--- config.mk ---
export PLATFORM = sky130hd
export DESIGN_NAME = spi_xfer_master
export DESIGN_NICKNAME = d
export VERILOG_FILES = /design/src/rtl/spi_xfer_pkg.sv /design/src/rtl/spi_seq_ctrl.sv /design/src/rtl/spi_data_path.sv /design/src/rtl/spi_cs_decode.sv /design/src/rtl/spi_xfer_master.sv
export SDC_FILE = /design/constraint.sdc
export NUM_CORES = 1
export LEC_CHECK = 0
export CAP_MARGIN = 20
export CORE_ASPECT_RATIO = 0.5
export CORE_UTILIZATION = 45
export CTS_CLUSTER_DIAMETER = 80
export DETAILED_ROUTE_END_ITERATION = 8
export DONT_BUFFER_PORTS = 1
export GPL_ROUTABILITY_DRIVEN = 0
export SYNTH_ARGS = -nofsm -noshare
export SYNTH_HDL_FRONTEND = slang
export SYNTH_HIERARCHICAL = 1
export SYNTH_SLANG_ARGS = --single-unit
--- constraint.sdc ---
create_clock -name clk -period 9.91 [get_ports clk]
set_input_delay 0 -clock clk [delete_from_list [all_inputs] [get_ports clk]]
set_output_delay 0 -clock clk [all_outputs]
set_load 0.05 [all_outputs]
--- src/rtl/spi_xfer_pkg.sv ---
package spi_xfer_pkg;

    // lower bounds applied to host settings
    localparam int unsigned MIN_LEN  = 8;
    localparam int unsigned MIN_HALF = 2;
    localparam int unsigned MIN_LEAD = 2;
    localparam int unsigned MIN_GAP  = 6;

    typedef enum logic [1:0] {
        ST_IDLE  = 2'd0,
        ST_LEAD  = 2'd1,
        ST_SHIFT = 2'd2,
        ST_GAP   = 2'd3
    } seq_state_e;

endpackage

--- src/rtl/spi_seq_ctrl.sv ---
module spi_seq_ctrl
    import spi_xfer_pkg::*;
#(
    parameter int LEN_W  = 5,
    parameter int SEL_W  = 2,
    parameter int DIV_W  = 8,
    parameter int LEAD_W = 13,
    parameter int GAP_W  = 13
) (
    input  logic             clk,
    input  logic             rst_n,
    input  logic             start,
    input  logic [LEN_W-1:0] len_in,
    input  logic             cpol_in,
    input  logic             cpha_in,
    input  logic [SEL_W-1:0] sel_in,
    input  logic [DIV_W-1:0] half_in,
    input  logic [LEAD_W-1:0] lead_in,
    input  logic [GAP_W-1:0] gap_in,
    output logic             busy,
    output logic             done,
    output logic             sclk,
    output logic             cs_act,
    output logic [SEL_W-1:0] sel_q,
    output logic             cpha_q,
    output logic             load,
    output logic             edge_go,
    output logic             edge_lead,
    output logic             edge_last,
    output logic             finish
);

    localparam int EDGE_W = LEN_W + 1;
    localparam int CNT_A  = (DIV_W > LEAD_W) ? DIV_W : LEAD_W;
    localparam int CNT_W  = (CNT_A > GAP_W) ? CNT_A : GAP_W;

    seq_state_e        state_q, state_d;
    logic [CNT_W-1:0]  cnt_q;
    logic [EDGE_W-1:0] ek_q;
    logic [LEN_W-1:0]  len_q;
    logic [DIV_W-1:0]  half_q;
    logic [GAP_W-1:0]  gap_q;
    logic              sclk_q, cs_q, done_q;

    logic              cnt_zero, all_edges;
    logic [EDGE_W-1:0] edge_total;

    assign edge_total = {len_q, 1'b0};
    assign cnt_zero   = (cnt_q == '0);
    assign all_edges  = (ek_q == edge_total);
    assign edge_lead  = ~ek_q[0];
    assign edge_last  = (ek_q == (edge_total - EDGE_W'(1)));

    assign load    = (state_q == ST_IDLE) && start;
    assign edge_go = cnt_zero && ((state_q == ST_LEAD) ||
                                  ((state_q == ST_SHIFT) && !all_edges));
    assign finish  = cnt_zero && (state_q == ST_SHIFT) && all_edges;

    assign busy   = (state_q != ST_IDLE);
    assign done   = done_q;
    assign sclk   = sclk_q;
    assign cs_act = cs_q;

    // next-state logic
    always_comb begin
        state_d = state_q;
        unique case (state_q)
            ST_IDLE:  if (start)    state_d = ST_LEAD;
            ST_LEAD:  if (cnt_zero) state_d = ST_SHIFT;
            ST_SHIFT: if (finish)   state_d = ST_GAP;
            ST_GAP:   if (cnt_zero) state_d = ST_IDLE;
        endcase
    end

    // state register
    always_ff @(posedge clk or negedge rst_n) begin
        if (!rst_n) state_q <= ST_IDLE;
        else        state_q <= state_d;
    end

    // counters and registered outputs
    always_ff @(posedge clk or negedge rst_n) begin
        if (!rst_n) begin
            cnt_q  <= '0;
            ek_q   <= '0;
            len_q  <= LEN_W'(MIN_LEN);
            half_q <= DIV_W'(MIN_HALF);
            gap_q  <= GAP_W'(MIN_GAP);
            sel_q  <= '0;
            cpha_q <= 1'b0;
            sclk_q <= 1'b0;
            cs_q   <= 1'b0;
            done_q <= 1'b0;
        end else begin
            done_q <= 1'b0;
            unique case (state_q)
                ST_IDLE: begin
                    sclk_q <= cpol_in;
                    if (start) begin
                        len_q  <= len_in;
                        half_q <= half_in;
                        gap_q  <= gap_in;
                        sel_q  <= sel_in;
                        cpha_q <= cpha_in;
                        cnt_q  <= CNT_W'(lead_in) - CNT_W'(1);
                        ek_q   <= '0;
                        cs_q   <= 1'b1;
                    end
                end
                ST_LEAD: begin
                    if (cnt_zero) begin
                        sclk_q <= ~sclk_q;
                        ek_q   <= ek_q + EDGE_W'(1);
                        cnt_q  <= CNT_W'(half_q) - CNT_W'(1);
                    end else begin
                        cnt_q <= cnt_q - CNT_W'(1);
                    end
                end
                ST_SHIFT: begin
                    if (cnt_zero) begin
                        if (all_edges) begin
                            cs_q   <= 1'b0;
                            done_q <= 1'b1;
                            cnt_q  <= CNT_W'(gap_q) - CNT_W'(1);
                        end else begin
                            sclk_q <= ~sclk_q;
                            ek_q   <= ek_q + EDGE_W'(1);
                            cnt_q  <= CNT_W'(half_q) - CNT_W'(1);
                        end
                    end else begin
                        cnt_q <= cnt_q - CNT_W'(1);
                    end
                end
                ST_GAP: begin
                    if (!cnt_zero) cnt_q <= cnt_q - CNT_W'(1);
                end
            endcase
        end
    end

endmodule

--- src/rtl/spi_data_path.sv ---
module spi_data_path #(
    parameter int DATA_W = 16,
    parameter int LEN_W  = 5
) (
    input  logic              clk,
    input  logic              rst_n,
    input  logic              load,
    input  logic [DATA_W-1:0] tx_data,
    input  logic [LEN_W-1:0]  len_in,
    input  logic              cpha_in,
    input  logic              cpha_q,
    input  logic              edge_go,
    input  logic              edge_lead,
    input  logic              edge_last,
    input  logic              finish,
    input  logic              miso,
    output logic              mosi,
    output logic [DATA_W-1:0] rx_data
);

    logic [DATA_W-1:0] aligned, tx_sh, rx_sh, rx_q;
    logic              mosi_q, launch, sample;

    // left-justify the word so the first bit sits in the top position
    assign aligned = tx_data << (LEN_W'(DATA_W) - len_in);

    assign launch = edge_go && (cpha_q ? edge_lead : (!edge_lead && !edge_last));
    assign sample = edge_go && (edge_lead ^ cpha_q);

    always_ff @(posedge clk or negedge rst_n) begin
        if (!rst_n) begin
            tx_sh  <= '0;
            rx_sh  <= '0;
            rx_q   <= '0;
            mosi_q <= 1'b0;
        end else if (load) begin
            rx_sh <= '0;
            if (cpha_in) begin
                mosi_q <= 1'b0;
                tx_sh  <= aligned;
            end else begin
                mosi_q <= aligned[DATA_W-1];
                tx_sh  <= aligned << 1;
            end
        end else if (finish) begin
            mosi_q <= 1'b0;
            rx_q   <= rx_sh;
        end else begin
            if (launch) begin
                mosi_q <= tx_sh[DATA_W-1];
                tx_sh  <= tx_sh << 1;
            end
            if (sample) rx_sh <= {rx_sh[DATA_W-2:0], miso};
        end
    end

    assign mosi    = mosi_q;
    assign rx_data = rx_q;

endmodule

--- src/rtl/spi_cs_decode.sv ---
module spi_cs_decode #(
    parameter int NCS   = 4,
    parameter int SEL_W = 2
) (
    input  logic             active,
    input  logic [SEL_W-1:0] sel,
    output logic [NCS-1:0]   cs_n
);

    for (genvar i = 0; i < NCS; i++) begin : g_sel
        assign cs_n[i] = !(active && (sel == SEL_W'(i)));
    end

endmodule

--- src/rtl/spi_xfer_master.sv ---
module spi_xfer_master
    import spi_xfer_pkg::*;
#(
    parameter int DATA_W = 16,
    parameter int NCS    = 4,
    parameter int DIV_W  = 8,
    parameter int LEAD_W = 13,
    parameter int GAP_W  = 13,
    localparam int LEN_W = $clog2(DATA_W + 1),
    localparam int SEL_W = (NCS > 1) ? $clog2(NCS) : 1
) (
    input  logic              clk,
    input  logic              rst_n,
    input  logic              start,
    input  logic [LEN_W-1:0]  xfer_len,
    input  logic              cpol,
    input  logic              cpha,
    input  logic [SEL_W-1:0]  cs_sel,
    input  logic [DIV_W-1:0]  half_div,
    input  logic [LEAD_W-1:0] lead_dly,
    input  logic [GAP_W-1:0]  gap_dly,
    input  logic [DATA_W-1:0] tx_data,
    input  logic              miso,
    output logic              sclk,
    output logic              mosi,
    output logic [NCS-1:0]    cs_n,
    output logic [DATA_W-1:0] rx_data,
    output logic              busy,
    output logic              done
);

    logic [LEN_W-1:0]  eff_len;
    logic [DIV_W-1:0]  eff_half;
    logic [LEAD_W-1:0] eff_lead;
    logic [GAP_W-1:0]  eff_gap;

    // clamp host settings to their legal ranges
    always_comb begin
        if (xfer_len < LEN_W'(MIN_LEN))   eff_len = LEN_W'(MIN_LEN);
        else if (xfer_len > LEN_W'(DATA_W)) eff_len = LEN_W'(DATA_W);
        else                                eff_len = xfer_len;
        eff_half = (half_div < DIV_W'(MIN_HALF))  ? DIV_W'(MIN_HALF)  : half_div;
        eff_lead = (lead_dly < LEAD_W'(MIN_LEAD)) ? LEAD_W'(MIN_LEAD) : lead_dly;
        eff_gap  = (gap_dly  < GAP_W'(MIN_GAP))   ? GAP_W'(MIN_GAP)   : gap_dly;
    end

    logic             cs_act, cpha_q, load, edge_go, edge_lead, edge_last, finish;
    logic [SEL_W-1:0] sel_q;

    spi_seq_ctrl #(
        .LEN_W (LEN_W),
        .SEL_W (SEL_W),
        .DIV_W (DIV_W),
        .LEAD_W(LEAD_W),
        .GAP_W (GAP_W)
    ) u_seq (
        .clk      (clk),
        .rst_n    (rst_n),
        .start    (start),
        .len_in   (eff_len),
        .cpol_in  (cpol),
        .cpha_in  (cpha),
        .sel_in   (cs_sel),
        .half_in  (eff_half),
        .lead_in  (eff_lead),
        .gap_in   (eff_gap),
        .busy     (busy),
        .done     (done),
        .sclk     (sclk),
        .cs_act   (cs_act),
        .sel_q    (sel_q),
        .cpha_q   (cpha_q),
        .load     (load),
        .edge_go  (edge_go),
        .edge_lead(edge_lead),
        .edge_last(edge_last),
        .finish   (finish)
    );

    spi_data_path #(
        .DATA_W(DATA_W),
        .LEN_W (LEN_W)
    ) u_data (
        .clk      (clk),
        .rst_n    (rst_n),
        .load     (load),
        .tx_data  (tx_data),
        .len_in   (eff_len),
        .cpha_in  (cpha),
        .cpha_q   (cpha_q),
        .edge_go  (edge_go),
        .edge_lead(edge_lead),
        .edge_last(edge_last),
        .finish   (finish),
        .miso     (miso),
        .mosi     (mosi),
        .rx_data  (rx_data)
    );

    spi_cs_decode #(
        .NCS  (NCS),
        .SEL_W(SEL_W)
    ) u_cs (
        .active(cs_act),
        .sel   (sel_q),
        .cs_n  (cs_n)
    );

endmodule

---- Word-level counts from Yosys, hierarchy flattened ----
Cells that the tools add are included.
word-level totals
  output and inout port bits .............. 24
  word-level logic and storage cells ...... 130
  bits in registers ....................... 102
  input port bits ......................... 63
operators by class
  shift operators ......................... 1
  reductions and logical operators ........ 37
  bitwise operators ....................... 4
  order comparisons ....................... 5
  eq/ne operators ......................... 17
  add/subtract/negate cells ............... 7
  muxes and demuxes ....................... 44
operator list
  cell                                                  number
  2-to-1 mux 16 bit                                     7
  2-to-1 mux 13 bit                                     7
  case mux 13 bit (4 select lines)                      1
  subtractor 13 x 1 -> 13 bit (second input constant)   3
  2-to-1 mux 6 bit                                      4
  case mux 6 bit (3 select lines)                       1
  left shift 16 x 5 -> 16 bit                           1
  2-to-1 mux 1 bit                                      14
  zero test 13 bit                                      1
  < comparator 13 x 2 -> 1 bit (second input constant)  1
  < comparator 13 x 3 -> 1 bit (second input constant)  1
  equality test 6 bit                                   2
  logical AND 1 bit                                     12
  AND reduction 4 bit                                   3
  2-to-1 mux 5 bit                                      2
  != test 2 bit (second input constant)                 5
  AND reduction 2 bit                                   5
  subtractor 8 x 1 -> 9 bit (second input constant)     1
  equality test 2 bit (second input constant)           4
  < comparator 8 x 2 -> 1 bit (second input constant)   1
  2-to-1 mux 2 bit                                      4
  2-to-1 mux 8 bit                                      1
  != test 2 x 1 -> 1 bit (second input constant)        4
  case mux 2 bit (4 select lines)                       1
  16 further kinds                                      29

---- Depth between registers and ports, before layout ----
  depth in word-level cells ............... 9
  mapped depth ............................ 16
  gate-level depth less buffers ........... 14

---- Hierarchy ----
Netlist, hierarchy kept.
modules (own cells, without submodules)
  module           cells an instance  area an instance (um^2)  times used  seq. area each (um^2)
  spi_seq_ctrl     391                3601.0                   1           1331.3
  spi_data_path    278                2999.1                   1           1226.2
  spi_xfer_master  53                 271.5                    1           0.0
  spi_cs_decode    4                  28.8                     1           0.0

---- Worst setup path before layout ----
No wires, ideal clock.
  path type ............................... register to register
  from .................................... register u_seq.cnt_q[0]
  to ...................................... register u_data.rx_sh[10]
  clock period less this slack ............ 3.231 ns
  stages on the path, launching flop included .. 13
  data required time ...................... 9.778 ns
  setup slack ............................. 6.679 ns
  arrival ................................. 3.099 ns
  setup time .............................. 0.132 ns
  buffers on the path ..................... 3
  cell sequence ........................... dfrtp_1 > inv_1 > ha_1 > or4b_1 > clkbuf_1 > or4b_4 > buf_6 > nor2_1 > nand2b_1 > nor2_1 > buf_2 > mux2i_1 > nor2_1
on the way
  longest elaborated chain between the ends .. 5
  elaborated cells between the ends (all ways) .. 8
  those cells by class .................... eq/ne (1); reduce/logical (7)
RTL lines
  what                                  line                   RTL
  start, declared                       spi_seq_ctrl.sv:38     logic [CNT_W-1:0] cnt_q;
  start signal, assigned                spi_seq_ctrl.sv:105    cnt_q <= CNT_W'(lead_in) - CNT_W'(1);
  start signal, assigned                spi_seq_ctrl.sv:114    cnt_q <= CNT_W'(half_q) - CNT_W'(1);
  start signal, assigned                spi_seq_ctrl.sv:116    cnt_q <= cnt_q - CNT_W'(1);
  zero test 13 bit                      spi_seq_ctrl.sv:49     assign cnt_zero = (cnt_q == '0);
  logical AND 1 bit                     spi_seq_ctrl.sv:55     assign edge_go = cnt_zero && ((state_q == ST_LEAD) ||
  via edge_go                           spi_xfer_master.sv:47  logic cs_act, cpha_q, load, edge_go, edge_lead, edge_last, finish;
  logical AND 1 bit                     spi_data_path.sv:28    assign sample = edge_go && (edge_lead ^ cpha_q);
  nonzero test 2 bit (no source line)   n/a
  AND reduction 2 bit (no source line)  n/a
  end signal, assigned                  spi_data_path.sv:53    if (sample) rx_sh <= {rx_sh[DATA_W-2:0], miso};
  end, declared                         spi_data_path.sv:21    logic [DATA_W-1:0] aligned, tx_sh, rx_sh, rx_q;
The timed path passes the listed nets, and every way through them passes these cells.
A chain may end at the register's enable or synchronous reset.

---- Final worst setup path ----
  from .................................... register u_seq.state_q[0]
  to ...................................... register u_data.rx_q[6], in the netlist u_data/rx_data[6]
on the way
  longest elaborated chain between the ends .. 4
  elaborated cells between the ends (all ways) .. 7
  those cells by class .................... eq/ne (1); bitwise (1); reduce/logical (5)
RTL lines
  what                                  line                   RTL
  start, declared                       spi_seq_ctrl.sv:37     seq_state_e state_q, state_d;
  start signal, assigned                spi_seq_ctrl.sv:78     else state_q <= state_d;
  zero test 2 bit                       spi_seq_ctrl.sv:54     assign load = (state_q == ST_IDLE) && start;
  logical AND 1 bit                     spi_seq_ctrl.sv:54
  via load                              spi_xfer_master.sv:47
  NOT 1 bit (no source line)            n/a
  AND reduction 2 bit (no source line)  n/a
  end signal, assigned                  spi_data_path.sv:47    rx_q <= rx_sh;
  end, declared                         spi_data_path.sv:21
The timed path passes the listed nets, and every way through them passes these cells.

==> out/results.tsv <==
metric	value	unit
status	complete, no violations	
nets	789	
crit_family	simple AND/OR/NAND/NOR gates	
rsz0062_at_grt	no	
clock_skew	0.01393	ns
syn_inst	726	
fin_util	0.5154	
clock_latency	0.36	ns
cpPeakStageDelay	0.84	ns
drive_above_1_share	0.1389	
hpwl	11250	um
async_flop_share	1.000	
setup-tns-final	0	ns
synth.area.top_cells	dfrtp_1, mux2i_1, mux2_2	
critical_path.endpoint_type	flip-flop	
wl	16050	um
netlist_area	0.006900	mm^2
crit_slowest_cell	nand2_1	
first_iter_violations	352	
cts_tree	yes	
finalPower	1.990	mW
cp_max_fo	24	
clk_pin_slew	0.08	ns
drv_slew	0	
grt_pass1_wl	25340	um
cts_hold_buf	37	
routedWlPerCell	17.49	um
synth_area_per_cell	9.505	um^2
clock-root-buffer	clkbuf_16	
leakagePower	3.041	nW
start_kind	flip-flop	
drtAntennaViolNets	0	
fin_crit_sh	0.3723	
period_needed	3.690	ns
postCtsResizedCells	0	
grt_overflow	0	
setup_viol	0	
slew_headroom	0.2909	
diodes	0	
die_y	89.56	um
synthFlopType	dfrtp_1	
synth_edf_count	0	
gr-usage-all-layers	0.2057	
initial_core_util	0.4694	
yosysSeqAreaShare	0.3706	
die_x	177.1	um
ys_warn_count	6	
cts_buffers	9	
peakVddDrop	128.9	uV
tightestPinTransition	1.061	ns
ioPinCount	87	
cp.required	10.16	ns
via_per_inst	5.771	
synth_top_area_frac	0.3554	
hp-class	input pin to flip-flop	
core_area	0.01470	mm^2
cts.sinks	102	
yosysTopAreaCell	dfrtp_1	
drtPass1Iterations	5	
crit_buf_inv	3	
worstSetupPathType	flip-flop to flip-flop	
synth_cell_type_count	85	
htreeDepth	3	
fmax	271.0	MHz
num_rows	31	
antenna_found_initial	0	
ys_seq_elements	102	
first_global_vias	4889	
post-route-drc-count	0	
cap_violations	0	
synth_nets	800	
via_count	5298	
die-area	0.01586	mm^2
clockBufferDepth	2	
grt_max_degree	103	
path_cells	inv_1, ha_1, nand2_1, inv_1, clkinv_1, nand2_1, mux2_2	
areaGrowthSynthToFinish	9.792	%
finalHoldViolations	0	
cp.arrival	3.94	ns
place.port_buffers	0	
cts_setup_buffers	0	
p_per_area	262.6	mW/mm^2
==> state kept, by name, indices dropped and copies added, names as in the netlist <==
signal,cells
u_data/rx_data,16
u_data/rx_sh,16
u_data/tx_sh,16
u_seq/cnt_q,13
u_seq/gap_q,13
u_seq/half_q,8
u_seq/ek_q,6
u_seq/len_q,5
u_seq/sel_q,2
u_seq/state_q,2
u_data/mosi,1
u_seq/cpha_q,1
u_seq/cs_act,1
u_seq/done,1
u_seq/sclk,1
==> power by group <==
group | total, mW | switching (mW) | internal (mW) | leakage (nW)
clock | 0.368 | 0.185 | 0.182 | 0.152
combinational | 0.912 | 0.515 | 0.397 | 1.59
sequential | 0.710 | 0.152 | 0.558 | 1.30
total | 1.99 | 0.853 | 1.14 | 3.04
==> cell families (layout without fill, tap and decap cells) <==
group | count (synthesis) | count (layout) | synth area share
fa+ha+maj | 11 | 11 | 0.01995
simple gates | 220 | 220 | 0.1661
xor+xnor | 44 | 44 | 0.05694
mux | 99 | 99 | 0.1686
buf+inv | 99 | 93 | 0.06401
flops | 102 | 102 | 0.3706
compound gates | 151 | 151 | 0.1538
==> per-stage QoR <==
stage          setup WS, ns  cells  hold slack, ns  instance area (um^2)
2_1_floorplan         6.679    726         -0.2956                  6900
3_3_place_gp          6.338    864         -0.2896                  6867
3_5_place_dp          6.239    864         -0.2900                  6867
4_1_cts               6.238    917        0.003098                  7569
5_1_grt               5.870    918         0.03290                  7576
6_report              6.220    918        0.006272                  7576
==> area by class of cell <==
type                       instances  area, um^2
multi-input combinational        525        3904
tap                              198       247.7
clock buffer                       9       225.2
clock inverter                     7       88.84
inverter                          36       135.1
fill                            1335        7124
sequential                       102        2557
timing repair buffer              41       417.9
==> Yosys cell counts, drive strengths merged (5+ instances only) <==
cell	number
mux2i	49
ha	11
and2	5
or4	7
o21ai	29
nor2b	7
a21oi	29
inv	34
nand3b	5
o22ai	18
nor4	15
mux4	7
dfrtp	98
mux2	43
xnor2	30
nor2	63
or3	6
xor2	14
a31oi	9
nand3	16
clkbuf	41
o31ai	11
nor3	18
nand2b	12
nand2	45
or2	7
buf	21
o22a	8
==> path summary, 6_finish.rpt <==
| check | startpoint | to | slack [ns] | depth (start not counted) |
|---|---|---|---|---|
| worst max-delay path | u_seq/state_q[0]$_DFFE_PN0P_ | u_data/rx_data[6]$_DFFE_PN0P_ | 6.22 | 7 |
| worst min-delay path | gap_dly[2] | u_seq/gap_q[0]$_DFFE_PN0P_ | 0.006 | 4 |
| worst max register to register | u_seq/state_q[0]$_DFFE_PN0P_ | u_data/rx_data[6]$_DFFE_PN0P_ | 6.22 | 7 |
| worst min register to register | u_seq/ek_q[5]$_DFFE_PN0P_ | u_seq/ek_q[5]$_DFFE_PN0P_ | 0.51 | 1 |
| max in group asynchronous | rst_n | u_seq/len_q[3]$_DFFE_PN1P_ | 9.25 | 2 |
| min in group asynchronous | rst_n | u_data/tx_sh[0]$_DFFE_PN0P_ | 0.20 | 2 |
==> routing by layer <==
metal  routed length, um  up-vias  GRT usage
li1                    -     2595          -
met1                7782     2577     0.2825
met2                7327      115     0.3295
met3                 826       11    0.04974
met4                 115        0    0.04781
met5                   0        -          0
==> worst reg2reg max path: stages, from the launching register on <==
cell,delay [ns]
dfrtp_1,0.40
inv_1,0.11
ha_1,0.65
nand2_1,0.84
inv_1,0.27
clkinv_1,0.28
nand2_1,0.62
mux2_2,0.41
==> layout by cell type (no fill, tap or decap), types with 3 or more instances in the layout <==
cell and n:
a21oi_1 27, a22o_1 4, a22oi_1 4, a31o_2 3, a31oi_1 9, and2_1 5, buf_4 4, clkbuf_16 9
clkinv_8 3, dfrtp_1 98, dfstp_2 4, dlygate4sd3_1 36, ha_1 11, inv_1 33, mux2_2 42, mux2i_1 48
mux4_1 4, mux4_2 3, nand2_1 45, nand2b_1 12, nand3_1 16, nand3b_1 5, nor2_1 61, nor2b_1 7
nor3_1 17, nor4_1 15, o211ai_1 3, o21ai_0 27, o22a_1 8, o22ai_1 17, o31a_1 3, o31ai_1 10
o41ai_1 3, or2_2 6, or3_1 5, or4_1 6, xnor2_1 30, xor2_1 13
Note: power is estimated with default switching activity, not from simulation.
